===== src/rtl/secmap_pkg.sv =====
package secmap_pkg;

  localparam int NUM_SECT = 5;
  localparam int SECT_W   = 3;

  typedef enum logic [1:0] {
    OP_IDLE   = 2'd0,
    OP_PROG   = 2'd1,
    OP_SERASE = 2'd2,
    OP_CERASE = 2'd3
  } op_kind_e;

  typedef enum logic [SECT_W-1:0] {
    SEC_BOOT  = 3'd0,
    SEC_PAR1  = 3'd1,
    SEC_PAR2  = 3'd2,
    SEC_MAIN1 = 3'd3,
    SEC_MAIN2 = 3'd4
  } sect_e;

endpackage


===== src/rtl/secmap_decode.sv =====
module secmap_decode
  import secmap_pkg::*;
#(
  parameter int ADDR_W   = 17,
  parameter bit TOP_BOOT = 1'b0
) (
  input  logic [ADDR_W-1:0] addr,
  output logic [SECT_W-1:0] sect,
  output logic              id_match
);

  localparam int unsigned ARR   = 32'd1 << ADDR_W;
  localparam int unsigned EIGHT = ARR / 8;
  localparam int unsigned SIXT  = ARR / 16;
  localparam int unsigned QUART = ARR / 4;
  localparam int unsigned HALF  = ARR / 2;
  localparam int unsigned BOOT_BASE = TOP_BOOT ? (ARR - EIGHT) : 32'd0;
  localparam int unsigned ID_OFF    = BOOT_BASE + 32'd2;

  logic [31:0] a32;
  assign a32 = 32'(addr);

  generate
    if (TOP_BOOT) begin : g_top
      always_comb begin
        if (a32 >= ARR - EIGHT)             sect = SEC_BOOT;
        else if (a32 >= ARR - EIGHT - SIXT) sect = SEC_PAR1;
        else if (a32 >= ARR - QUART)        sect = SEC_PAR2;
        else if (a32 >= HALF)               sect = SEC_MAIN1;
        else                                sect = SEC_MAIN2;
      end
    end else begin : g_bottom
      always_comb begin
        if (a32 < EIGHT)             sect = SEC_BOOT;
        else if (a32 < EIGHT + SIXT) sect = SEC_PAR1;
        else if (a32 < QUART)        sect = SEC_PAR2;
        else if (a32 < HALF)         sect = SEC_MAIN1;
        else                         sect = SEC_MAIN2;
      end
    end
  endgenerate

  assign id_match = (a32 == ID_OFF);

  always_comb begin
    assert (sect < SECT_W'(NUM_SECT))
      else $error("p_sector_range_r1: sector index out of range");
  end

endmodule


===== src/rtl/secmap_lock.sv =====
module secmap_lock #(
  parameter bit OVR_EN = 1'b1
) (
  input  logic clk,
  input  logic por_n,
  input  logic lock_set,
  input  logic hv_override,
  output logic locked,
  output logic eff_lock
);

  logic bypass;

  always_ff @(posedge clk or negedge por_n) begin
    if (!por_n)        locked <= 1'b0;
    else if (lock_set) locked <= 1'b1;
  end

  generate
    if (OVR_EN) begin : g_ovr
      assign bypass = hv_override;
    end else begin : g_no_ovr
      assign bypass = 1'b0;
    end
  endgenerate

  assign eff_lock = locked & ~bypass;

  p_lock_sticky_r3: assert property (@(posedge clk) disable iff (!por_n)
    locked |=> locked)
    else $error("p_lock_sticky_r3");

  p_lock_set_r3: assert property (@(posedge clk) disable iff (!por_n)
    lock_set |=> locked)
    else $error("p_lock_set_r3");

endmodule


===== src/rtl/secmap_policy.sv =====
module secmap_policy
  import secmap_pkg::*;
(
  input  op_kind_e            kind,
  input  logic [SECT_W-1:0]   sect,
  input  logic                eff_lock,
  output logic                permit,
  output logic [NUM_SECT-1:0] mask
);

  logic boot_blocked;
  assign boot_blocked = eff_lock && (sect == SEC_BOOT);

  always_comb begin
    unique case (kind)
      OP_PROG, OP_SERASE: permit = ~boot_blocked;
      OP_CERASE:          permit = 1'b1;
      default:            permit = 1'b0;
    endcase
  end

  generate
    for (genvar i = 0; i < NUM_SECT; i++) begin : g_mask
      always_comb begin
        unique case (kind)
          OP_CERASE: mask[i] = (i == 0) ? ~eff_lock : 1'b1;
          OP_SERASE: mask[i] = (sect == SECT_W'(i)) && ~boot_blocked;
          default:   mask[i] = 1'b0;
        endcase
      end
    end
  endgenerate

endmodule


===== src/rtl/secmap_lockout.sv =====
module secmap_lockout
  import secmap_pkg::*;
#(
  parameter int ADDR_W   = 17,
  parameter bit TOP_BOOT = 1'b0,
  parameter bit OVR_EN   = 1'b1
) (
  input  logic                clk,
  input  logic                rst_n,
  input  logic                por_n,
  input  logic [ADDR_W-1:0]   addr,
  input  logic                op_start,
  input  logic [1:0]          op_kind,
  input  logic                lock_set,
  input  logic                hv_override,
  input  logic                id_mode,
  output logic [SECT_W-1:0]   sector_idx,
  output logic                lock_flag,
  output logic                id_hit,
  output logic                id_bit,
  output logic                dec_valid,
  output logic [1:0]          dec_kind,
  output logic [SECT_W-1:0]   dec_sector,
  output logic                dec_permit,
  output logic [NUM_SECT-1:0] dec_erase_mask
);

  logic                id_match;
  logic                eff_lock;
  logic                nx_permit;
  logic [NUM_SECT-1:0] nx_mask;
  op_kind_e            kind_e;

  assign kind_e = op_kind_e'(op_kind);

  secmap_decode #(.ADDR_W(ADDR_W), .TOP_BOOT(TOP_BOOT)) u_decode (
    .addr     (addr),
    .sect     (sector_idx),
    .id_match (id_match)
  );

  secmap_lock #(.OVR_EN(OVR_EN)) u_lock (
    .clk         (clk),
    .por_n       (por_n),
    .lock_set    (lock_set),
    .hv_override (hv_override),
    .locked      (lock_flag),
    .eff_lock    (eff_lock)
  );

  secmap_policy u_policy (
    .kind     (kind_e),
    .sect     (sector_idx),
    .eff_lock (eff_lock),
    .permit   (nx_permit),
    .mask     (nx_mask)
  );

  assign id_hit = id_mode & id_match;
  assign id_bit = id_hit & lock_flag;

  always_ff @(posedge clk or negedge rst_n) begin
    if (!rst_n) begin
      dec_valid      <= 1'b0;
      dec_kind       <= 2'd0;
      dec_sector     <= '0;
      dec_permit     <= 1'b0;
      dec_erase_mask <= '0;
    end else begin
      dec_valid <= op_start;
      if (op_start) begin
        dec_kind       <= op_kind;
        dec_sector     <= sector_idx;
        dec_permit     <= nx_permit;
        dec_erase_mask <= nx_mask;
      end
    end
  end

  p_valid_follows_start_r9: assert property (@(posedge clk) disable iff (!rst_n)
    op_start |=> dec_valid)
    else $error("p_valid_follows_start_r9");

  p_no_spurious_valid_r9: assert property (@(posedge clk) disable iff (!rst_n)
    !op_start |=> !dec_valid)
    else $error("p_no_spurious_valid_r9");

  p_boot_refused_r4: assert property (@(posedge clk) disable iff (!rst_n)
    (dec_valid && dec_sector == SEC_BOOT && (dec_kind == 2'd1 || dec_kind == 2'd2)
     && $past(lock_flag) && !(OVR_EN && $past(hv_override))) |-> !dec_permit)
    else $error("p_boot_refused_r4");

  p_chip_keeps_others_r5: assert property (@(posedge clk) disable iff (!rst_n)
    (dec_valid && dec_kind == 2'd3) |-> (dec_permit && dec_erase_mask[NUM_SECT-1:1] == '1))
    else $error("p_chip_keeps_others_r5");

  p_serase_onehot_r8: assert property (@(posedge clk) disable iff (!rst_n)
    (dec_valid && dec_kind == 2'd2) |-> $onehot0(dec_erase_mask))
    else $error("p_serase_onehot_r8");

  p_prog_no_mask_r8: assert property (@(posedge clk) disable iff (!rst_n)
    (dec_valid && dec_kind == 2'd1) |-> dec_erase_mask == '0)
    else $error("p_prog_no_mask_r8");

  p_id_bit_r10: assert property (@(posedge clk) disable iff (!por_n)
    id_bit |-> (id_hit && lock_flag))
    else $error("p_id_bit_r10");

  generate
    if (!OVR_EN) begin : g_chk_no_ovr
      p_override_ignored_r7: assert property (@(posedge clk) disable iff (!rst_n)
        (dec_valid && dec_kind == 2'd3 && $past(lock_flag)) |-> !dec_erase_mask[0])
        else $error("p_override_ignored_r7");
    end
  endgenerate

endmodule


===== config.mk =====
export PLATFORM = sky130hd
export DESIGN_NAME = secmap_lockout
export DESIGN_NICKNAME = d
export VERILOG_FILES = /design/src/rtl/secmap_pkg.sv /design/src/rtl/secmap_decode.sv /design/src/rtl/secmap_lock.sv /design/src/rtl/secmap_policy.sv /design/src/rtl/secmap_lockout.sv
export SDC_FILE = /design/constraint.sdc
export NUM_CORES = 1
export LEC_CHECK = 0
export ABC_AREA = 0
export BUFFER_PORTS_ARGS = -buffer_cell sky130_fd_sc_hd__clkbuf_2
export CAP_MARGIN = 25
export CELL_PAD_IN_SITES_DETAIL_PLACEMENT = 1
export CELL_PAD_IN_SITES_GLOBAL_PLACEMENT = 2
export CORE_AREA = 2 2 56 58
export DETAILED_ROUTE_END_ITERATION = 10
export DIE_AREA = 0 0 58 60
export PLACE_DENSITY_LB_ADDON = 0.1
export RECOVER_POWER = 50
export SETUP_SLACK_MARGIN = 0.4
export SYNTH_ARGS = -nofsm -noshare
export SYNTH_HDL_FRONTEND = slang
export SYNTH_HIERARCHICAL = 1
export SYNTH_SLANG_ARGS = --single-unit
export TNS_END_PERCENT = 30

===== constraint.sdc =====
create_clock -name clk -period 2.9 [get_ports clk]
set_clock_uncertainty 0.1 [all_clocks]
set_input_delay 0.58 -clock clk [delete_from_list [all_inputs] [get_ports clk]]
set_output_delay 0.58 -clock clk [all_outputs]
set_load 0.01 [all_outputs]

# Word-level counts from Yosys, hierarchy flattened
# Cells that the tools add are included.
[classes]
n_mux = 10
n_eq_ne = 8
order_cmp = 4
reduce_logical = 8
bitwise = 6
[op_table]
columns = ["cell", "count"]
rows = [
  ["17-bit by 15-bit less-than comparator with 1-bit output, second input constant", 2],
  ["17-bit by 2-bit == test with 1-bit output, second input constant", 1],
  ["17-bit by 16-bit less-than comparator with 1-bit output, second input constant", 1],
  ["17-bit less-than comparator, second input constant", 1],
  ["3-bit two-way mux", 4],
  ["1-bit one-hot mux with 2 select lines", 6],
  ["3-bit by 2-bit == test with 1-bit output, second input constant", 2],
  ["1-bit logical AND", 6],
  ["2-bit == test, second input constant", 2],
  ["1-bit AND", 3],
  ["3-bit by 1-bit == test with 1-bit output, second input constant", 1],
  ["3-bit == test, second input constant", 1],
  ["3-bit zero test", 1],
  ["1-bit NOT", 3],
  ["2-bit by 1-bit == test with 1-bit output, second input constant", 1],
  ["2-bit OR reduction", 1],
]
[totals]
in_bits = 26
output_inout_bits = 18
register_bits = 13

# Longest topological paths before layout
# Gate-level depths: netlist of the first run.
[logic_depth]
ltp_word = 10
ltp_mapped = 6
mapped_depth_nobuf = 6

# Modules after synthesis
# Netlist of the first run, hierarchy kept.
[modules_own_cells]
columns = ["module", "cells_each", "n_inst", "area_per_inst_um2"]
rows = [
  ["secmap_lockout", 26, 1, 485.5],
  ["secmap_policy", 19, 1, 131.4],
  ["secmap_decode", 12, 1, 68.8],
  ["secmap_lock", 3, 1, 37.5],
]

# Worst setup path before layout of the first run
# No wires, ideal clock.
[synth_timing]
kind = "input to output"
from = "in addr[3]"
to = "out id_bit"
arrival_time_ns = 1.344
slack_ns = 0.876
path_stages = 4
path_cell_list = "nor4b_1 -> nand4_1 -> nor4_2 -> and3_1"
[synth_via]
elab_chain_len = 3
[synth_lines]
columns = ["element", "line_no", "source"]
rows = [
  ["start: declaration", "secmap_lockout.sv:11", "input logic [ADDR_W-1:0] addr,"],
  ["17-bit by 2-bit == test with 1-bit output", "secmap_decode.sv:43", "assign id_match = (a32 == ID_OFF);"],
  ["via id_match", "secmap_lockout.sv:28", "logic id_match;"],
  ["1-bit AND", "secmap_lockout.sv:59", "assign id_hit = id_mode & id_match;"],
  ["1-bit AND", "secmap_lockout.sv:60", "assign id_bit = id_hit & lock_flag;"],
  ["end: declaration", "secmap_lockout.sv:20", "output logic id_bit,"],
]
# The timed path passes the listed nets, and every way through them passes these cells.

# Final worst setup path of the first run
[layout_timing]
from = "in addr[5]"
to = "out id_bit"
# Same word-level chain as after synthesis.

==> flow_summary.ini, run 1 <==
[status]
status = complete, no violations

[yosys]
synth_ff_type = dfrtp_1
async_reset_ff_frac = 1.00
yosys.area_share.simple = 0.152
netlist.area_leader.share = 0.450
syn_area_per_cell_sq_um = 12.1
synth_top_family_by_area = multiplexers
syn-cell-area_sq_um = 723
yosys.cell_types.count = 24
synth_edf_count = 0
yosysWarnings = 6
synth_fa_ha_area_frac = 0.0519
synth-seq-cells = 13
synthCells = 60
synth_area_leaders = dfrtp_1, mux2_4, ha_1
synth_nets = 89
synth.most_common_cell = dfrtp_1
synth_mux_area_frac = 0.223
synth_compound_area_frac = 0.0709
seq_area_frac_synth = 0.450
synth_top_cell_by_area = dfrtp_1
synthXorXnorAreaFrac = 0
synthTopCellsByCount = dfrtp_1, mux2_4, inv_1

[setup_path]
path_max_fanout = 2
worst-setup-path-type = in -> out
worstPathRequired_ps = 2220
worst_setup_path_start_kind = primary input
critPathArrivalTime_ps = 1700
crit_chain = buf_6 -> nor4b_4 -> nand4_1 -> nor4_2 -> and3_1 -> buf_2
end_kind = output pin
cpPeakStageDelay_ps = 310
slowest_stage = nor4_2

[global_route]
grt_pass1_wl_um = 2720
grt_overflow = 0
grt_max_degree = 13
antenna_found_initial = 0
grt_pass1_vias = 633
grtUsageTotal = 0.107

[power_and_ir_drop]
p_leak_uw = 0.000524
power_density_nw_per_um2 = 406
irDropWorstVdd_v = 0.000167

[die]
die-width_um = 58
dieHeight_um = 60
num_io_pins = 44
rows = 20
initial_core_util = 0.249
core_sq_um = 2900
dieArea_sq_um = 3480

[place]
portBuffers = 43
gp_congestion = 0.691
placed_area_sq_um = 965
hpwl_um = 1380

[timing]
slew-limit-headroom = 0.499
hold_violations = 0
period_needed_ps = 2380
timing.hold.ws_ps = 197
rsz0062_at_grt = yes
clock.fmax_ghz = 0.420
worst_pin_slew_ps = 751
setup_viol = 0
setup_tns_ps = 0
layout_worst_path_cycle_share = 0.822
report.final.slew_viol_count = 0

[clocking]
cts_sinks = 13
cts_max_level = 1
numCtsBuffers = 3
clock_path_buffers = 2
clk_pin_slew_ps = 80
cts_tree = yes
cts_root_buf = clkbuf_4
clk-insertion-delay-late_ps = 280

[final_layout]
final_area_sq_um = 1040
multi_input_area_sq_um = 387
fill_cells = 344
fin_nets = 136
drive_above_1_share = 0.509
syn_to_final_growth_pct = 43.9
antennaDiodeCount = 0
register_area_sq_um = 325

[routing]
drc = 0
final_antenna_net_count = 0
drt_first_pass_iters = 3
num_vias = 634
drt_iter0_drc = 4
wirelength_um = 1700
via_per_inst = 4.56
wl_per_cell_um = 12.2

[job]
maxCapViolations = 0

[min_path]
hold_class = in -> async
-- worst paths after layout --
kind / from / endpoint / slack (ps) / cells after the start
setup / recovery: addr[5] / id_bit / 520 / 6
hold / removal: rst_n / dec_valid$_DFF_PN0_ / 200 / 1
setup reg to reg: u_lock/locked$_DFFE_PN0P_ / dec_permit$_DFFE_PN0P_ / 1530 / 4
hold reg to reg: dec_sector[1]$_DFFE_PN0P_ / dec_sector[1]$_DFFE_PN0P_ / 390 / 1
max in group asynchronous: rst_n / dec_erase_mask[0]$_DFFE_PN0P_ / 2090 / 1
min in group clk: lock_set / u_lock/locked$_DFFE_PN0P_ / 390 / 2
-- cells in the final DEF (no fill, tap or decap), types with 2 or more instances in the layout --
cell | netlist | final
clkbuf_2 | 0 | 35
dfrtp_1 | 13 | 13
inv_1 | 6 | 6
mux2_1 | 0 | 5
mux2_4 | 10 | 5
clkbuf_1 | 1 | 5
nor2_1 | 5 | 5
clkbuf_4 | 0 | 3
buf_6 | 1 | 3
a21oi_1 | 3 | 3
ha_1 | 3 | 3
nor4_4 | 0 | 2
o21ai_0 | 2 | 2
-- cells by family (layout without fill, tap and decap cells) --
| family | after synthesis | count (layout) |
|---|---|---|
| buffers and inverters | 8 | 54 |
| adders and majority gates | 3 | 3 |
| AOI/OAI and AO/OA | 8 | 8 |
| and+or+nand+nor | 17 | 17 |
| muxes | 11 | 11 |
| DFF | 13 | 13 |
-- through the flow --
stage	power [uW]	setup WS (ps)	instances	util
final	423	517	139	0.359
after global routing	453	394	139	0.359
after CTS	433	498	139	0.345
after detailed placement	315	496	134	0.332
after global placement	313	565	134	0.332
after floorplan	266	876	60	-
-- layout make-up --
class	instances	area share
multi-input cells	39	0.371
flip-flops and latches	13	0.312
repair buffers	44	0.230
well taps	33	0.0397
clock buffers	4	0.0252
inverters	6	0.0216
-- per-layer routing --
metal  GRT usage  routed length [um]  share of wire  up-vias
li1            -                   -              -      304
met1       0.127                 730           0.43      291
met2       0.172                 792           0.47       34
met3      0.0195                 124          0.073        5
met4      0.0797                  52          0.031        0
met5           0                   0              0        -
-- critical path: cells and delay by family --
kind | cells | cell delay (ps)
AND/OR/NAND/NOR | 4 | 900
buffers and inverters | 2 | 220
-- sequential cells by signal, summed over array words and instances, names as in the netlist --
signal and flops:
dec_kind 2, dec_permit 1, dec_valid 1, u_lock/locked 1, dec_sector 3, dec_erase_mask 5
-- power by group --
part	total [uW]	internal (uW)	switching (uW)
combinational	104	53.6	50.6
clock	113	53.4	59.3
sequential	206	198	8.13
-- repair_timing --
| action | CTS | global route |
|---|---|---|
| setup buffers | 0 | 0 |
| setup endpoints to repair | 0 | 1 |
| resized for setup | 0 | 12 |
| hold buffers | 1 | 0 |
| endpoints found under the hold margin | 1 | 0 |
No activity file was read; power rests on OpenSTA's default activity.
==> run 2: changes to the inputs <==
--- a/config.mk
+++ b/config.mk
@@ -5,14 +5,14 @@
 export SDC_FILE = /design/constraint.sdc
 export NUM_CORES = 1
 export LEC_CHECK = 0
-export ABC_AREA = 0
+export ABC_AREA = 1
 export BUFFER_PORTS_ARGS = -buffer_cell sky130_fd_sc_hd__clkbuf_2
 export CAP_MARGIN = 25
 export CELL_PAD_IN_SITES_DETAIL_PLACEMENT = 1
 export CELL_PAD_IN_SITES_GLOBAL_PLACEMENT = 2
-export CORE_AREA = 2 2 56 58
+export CORE_AREA = 2 2 62 64
 export DETAILED_ROUTE_END_ITERATION = 10
-export DIE_AREA = 0 0 58 60
+export DIE_AREA = 0 0 64 66
 export PLACE_DENSITY_LB_ADDON = 0.1
 export RECOVER_POWER = 50
 export SETUP_SLACK_MARGIN = 0.4
==> constraint.sdc (replaced) <==
create_clock -name clk -period 2.4 [get_ports clk]
set_clock_uncertainty 0.1 [all_clocks]
set_input_delay 0.48 -clock clk [delete_from_list [all_inputs] [get_ports clk]]
set_output_delay 0.48 -clock clk [all_outputs]
set_load 0.01 [all_outputs]
==> run 2 against run 1 <==
Against the previous run:
- cell area shrank 2.2%
- sequential share of layout area grew 0.69 points
- register-to-register slack lost 260 ps
- non-clock buffer count grew 1
- final cell count grew 38%
- die area grew 21%
- sequential cell count is the same
- utilization shrank 7.2 points
- clock power grew 17%
- largest cell class unchanged
==> flow_summary.ini, run 2 <==
[routing]
via_per_inst = 3.85
final_antenna_net_count = 0
drt_iter0_drc = 8
wirelength_um = 1850
wl_per_cell_um = 9.65
drc = 0
drt_first_pass_iters = 4
num_vias = 740

[yosys]
synth_area_leaders = dfrtp_1, nand2_1, ha_1
seq_area_frac_synth = 0.449
synth_top_cell_by_area = dfrtp_1
synth_nets = 127
syn-cell-area_sq_um = 724
synth_edf_count = 0
yosysWarnings = 6
synthCells = 98
async_reset_ff_frac = 1.00
synth_ff_type = dfrtp_1
synth-seq-cells = 13
synth.most_common_cell = nand2_1
syn_area_per_cell_sq_um = 7.39
yosys.cell_types.count = 17
netlist.area_leader.share = 0.449
synthTopCellsByCount = nand2_1, dfrtp_1, inv_1, nor2_1, ha_1

[die]
dieHeight_um = 66
rows = 22
core_sq_um = 3550
die-width_um = 64
initial_core_util = 0.204
dieArea_sq_um = 4220
num_io_pins = 44

[timing]
clock.fmax_ghz = 0.545
layout_worst_path_cycle_share = 0.765
period_needed_ps = 1840
rsz0062_at_grt = no
worst_pin_slew_ps = 608
report.final.slew_viol_count = 0
setup_tns_ps = 0
setup_viol = 0
slew-limit-headroom = 0.595
hold_violations = 0
timing.hold.ws_ps = 288
worst_slack_ps = 565

[global_route]
grt_pass1_vias = 787
grt_max_degree = 14
grt_overflow = 0
grtUsageTotal = 0.0995
antenna_found_initial = 0
grt_pass1_wl_um = 3300

[clocking]
clk_pin_slew_ps = 90
clock_path_buffers = 2
cts_root_buf = clkbuf_4
cts_tree = yes
clk-insertion-delay-late_ps = 270
numCtsBuffers = 3
cts_setup_buffers = 0
cts_max_level = 1
cts_sinks = 13

[setup_path]
slowest_stage = a21oi_1
ff2ff_setup_slack_ps = 1270
crit_chain = clkbuf_2 -> a21oi_1 -> clkbuf_2
worst-setup-path-type = in -> out
r2r_start = u_lock/locked$_DFFE_PN0P_
worst_setup_path_start_kind = primary input
path_max_fanout = 8
critPathArrivalTime_ps = 1260
crit_top_cell = clkbuf_2
r2r_cells = 7
cpPeakStageDelay_ps = 410
r2r-end = dec_permit$_DFFE_PN0P_
worstPathRequired_ps = 1820
end_kind = output pin

[min_path]
holdPathEnd = u_lock/locked$_DFFE_PN0P_
hold_class = in -> reg
min_from = lock_set
hold_path_depth = 3

[final_layout]
largest_reg_flops = 5
syn_to_final_growth_pct = 40.6
top_regs = dec_erase_mask (5), dec_sector (3), dec_kind (2)
top_register = dec_erase_mask
fin_nets = 174
antennaDiodeCount = 0
mostFrequentLayoutCell = nand2_1
instances_no_fill = 192
layout_common_cells = nand2_1, clkbuf_2, dfrtp_1, inv_1, nor2_1
drive_above_1_share = 0.326

[power_and_ir_drop]
power_density_nw_per_um2 = 479
irDropWorstVdd_v = 0.000114
p_leak_uw = 0.000598

[place]
portBuffers = 43
place_inst = 186
place_ws_ps = 538
hpwl_um = 1630
gp_congestion = 0.647

[job]
maxCapViolations = 0

[status]
status = complete, no violations
[run 2: changes by cell type in the layout (fill, tap and decap cells not counted), moves of 3 or more]
cell / before / now
inv_1: 6 / 11
buf_6: 3 / 0
clkbuf_2: 35 / 38
mux2_1: 5 / 0
nand2_1: 0 / 44
mux2_4: 5 / 0
nor2_1: 5 / 10
[run 2: how the worst max path moves through the flow]
stage               endpoint  slack (ps)  cells past startpoint  startpoint
2_1_floorplan         id_bit         780                      7     addr[9]
3_3_place_gp          id_bit         570                      9     addr[9]
3_5_place_dp          id_bit         540                      9     addr[7]
4_1_cts               id_bit         540                      9     addr[7]
5_1_grt               id_bit         400                      9     addr[7]
6_report       sector_idx[1]         560                      3    addr[16]
[run 2: area by class of cell]
class	instances	area, sq um
clock buffer	4	26.3
fill	476	2530
inverter	12	45.0
multi-input combinational	70	332
sequential	13	325
tap	48	60.1
timing repair buffer	45	230
[run 2: where the power goes]
part	internal, uW	switching [uW]
clock	64.2	68.1
sequential	236	9.15
combinational	46.5	62.9
total	347	140
[run 2: stage by stage]
stage,cell area (sq um),total power (uW),utilization
after floorplan,724,305,-
after global placement,977,360,0.275
after detailed placement,977,362,0.275
after CTS,1020,499,0.288
after global routing,1020,527,0.287
final,1020,487,0.287
[run 2: worst max-delay path, delay by kind of cell]
family	cells	cell delay (ps)
AO/OA/AOI/OAI	1	410
buffers and inverters	2	360
[run 2: per-layer routing]
| metal | global-route usage | share of wire | wire length (um) | up-vias |
|---|---|---|---|---|
| met4 | 0.0245 | 0.0070 | 13 | 0 |
| met3 | 0.0307 | 0.072 | 134 | 2 |
| li1 | - | - | - | 387 |
| met2 | 0.176 | 0.47 | 867 | 28 |
| met5 | 0 | 0 | 0 | - |
| met1 | 0.117 | 0.45 | 837 | 323 |
[run 2: logic make-up after synthesis]
| logic type | share of synthesized area |
|---|---|
| compound gates | 0.0725 |
| fa+ha+maj | 0.0518 |
| buf+inv | 0.0933 |
| flops | 0.449 |
| simple gates | 0.333 |
[run 2: timing repair]
| item | 4_1_cts | 5_1_grt |
|---|---|---|
| hold buffers | 2 | 0 |
| endpoints found under the hold margin | 13 | 0 |
| gates resized for setup | 0 | 1 |
| setup endpoints to repair | 0 | 1 |
==> run 3: changes to the inputs <==
==> constraint.sdc (replaced) <==
create_clock -name clk -period 1.9 [get_ports clk]
set_clock_uncertainty 0.1 [all_clocks]
set_input_delay 0.38 -clock clk [delete_from_list [all_inputs] [get_ports clk]]
set_output_delay 0.38 -clock clk [all_outputs]
set_load 0.01 [all_outputs]
==> run 3 against run 2 <==
Against the previous run:
- routed wire length grew 0.76%
- utilization grew 0.070 points
- first-iteration DRC count is the same
- global-route usage is the same
- total power grew 27%
- worst setup slack lost 340 ps
- count of clock-buffer cells in the layout is the same
- non-clock buffer count is the same
- clock power grew 27%
- sequential power grew 26%
==> flow_summary.ini, run 3 (synthesis results as in run 2) <==
[status]
status = complete, no violations

[final_layout]
register_area_sq_um = 325
mostFrequentLayoutCell = nand2_1
antennaDiodeCount = 0
fin_nets = 174
top_regs = dec_erase_mask (5), dec_sector (3), dec_kind (2)
top_register = dec_erase_mask
fill_cells = 474
layout_common_cells = nand2_1, clkbuf_2, dfrtp_1, inv_1, nor2_1
drive_above_1_share = 0.333
largest_reg_flops = 5
multi_input_area_sq_um = 334
syn_to_final_growth_pct = 40.9
utilization = 0.288
instances_no_fill = 192

[min_path]
hold_class = in -> reg
holdPathEnd = u_lock/locked$_DFFE_PN0P_
hold_path_depth = 3
min_from = lock_set

[routing]
via_per_inst = 3.84
drt_first_pass_iters = 2
drc = 0
final_antenna_net_count = 0
wl_per_cell_um = 9.72
drt_iter0_drc = 8
wirelength_um = 1870
num_vias = 737

[power_and_ir_drop]
power_density_nw_per_um2 = 605
internal_power_uw = 439
comb_power_share = 0.225
pwr-share-clk = 0.273
switchingPower_uw = 179
switching_share = 0.289
pwr-share-seq = 0.502
irDropWorstVdd_v = 0.000144
p_leak_uw = 0.000597

[global_route]
antenna_found_initial = 0
grt_max_degree = 14
grt_overflow = 0
grt_pass1_wl_um = 3300
grtUsageTotal = 0.0995
grt_pass1_vias = 787

[setup_path]
worst-setup-path-type = in -> out
ff2ff_setup_slack_ps = 770
end_kind = output pin
r2r_cells = 7
worstPathRequired_ps = 1420
worst_setup_path_start_kind = primary input
r2r-end = dec_permit$_DFFE_PN0P_
critPathArrivalTime_ps = 1190
path_max_fanout = 8
r2r_start = u_lock/locked$_DFFE_PN0P_

[timing]
layout_worst_path_cycle_share = 0.880
period_needed_ps = 1670
rsz0062_at_grt = yes
clock.fmax_ghz = 0.598
slew-limit-headroom = 0.583
hold_violations = 0
setup_tns_ps = 0
worst_slack_ps = 227
worst_pin_slew_ps = 625
report.final.slew_viol_count = 0
setup_viol = 0

[place]
place_inst = 186
portBuffers = 43
place_ws_ps = 238
gp_congestion = 0.647
hpwl_um = 1630

[clocking]
cts_sinks = 13
clk_pin_slew_ps = 90
cts_tree = yes
clk-insertion-delay-late_ps = 270
cts_root_buf = clkbuf_4
numCtsBuffers = 3
cts_max_level = 1
clock_path_buffers = 2

[job]
maxCapViolations = 0

[die]
num_io_pins = 44
core_sq_um = 3550
rows = 22
initial_core_util = 0.204
dieArea_sq_um = 4220
die-width_um = 64
dieHeight_um = 66
## run 3: per-stage QoR
stage / instance area, sq um / total power (uW) / hold WS [ps]
CTS: 1020 / 630 / 188
global route: 1020 / 666 / 184
finish: 1020 / 618 / 187
floorplan: 724 / 386 / -15.6
detailed placement: 977 / 457 / 57.1
global placement: 977 / 455 / 56.5
## run 3: critical path, cell delays in order
cell	delay [ps]
clkbuf_1	170
a21oi_1	420
clkbuf_2	220
## run 3: area by class of cell
cell class                 count  share of cell area
multi-input combinational     70               0.327
sequential                    13               0.319
tap                           48              0.0588
timing repair buffer          45               0.225
inverter                      12              0.0441
clock buffer                   4              0.0257
## run 3: worst max path at each step
stage / end / start
floorplan: id_bit / addr[9]
global placement: id_bit / addr[9]
detailed placement: id_bit / addr[7]
CTS: id_bit / addr[7]
global route: id_bit / addr[16]
finish: sector_idx[1] / addr[16]
## run 3: timing repair
item	4_1_cts	5_1_grt
setup endpoints to repair	4	5
hold buffers	2	0
pin swaps	0	1
resized for setup	0	2
endpoints found under the hold margin	13	0
setup buffers	0	0
## run 3: metal layers
layer | routed length (um) | global-route usage
met5 | 0 | 0
met2 | 864 | 0.176
met1 | 856 | 0.117
met3 | 133 | 0.0307
met4 | 12 | 0.0245
## run 3: power by group through the flow
| stage | sequential (uW) | combinational [uW] | clock [uW] |
|---|---|---|---|
| floorplan | 326 | 59.4 | 0 |
| global placement | 315 | 140 | 0 |
| detailed placement | 316 | 142 | 0 |
| CTS | 311 | 145 | 175 |
| global route | 313 | 161 | 192 |
| finish | 310 | 139 | 168 |
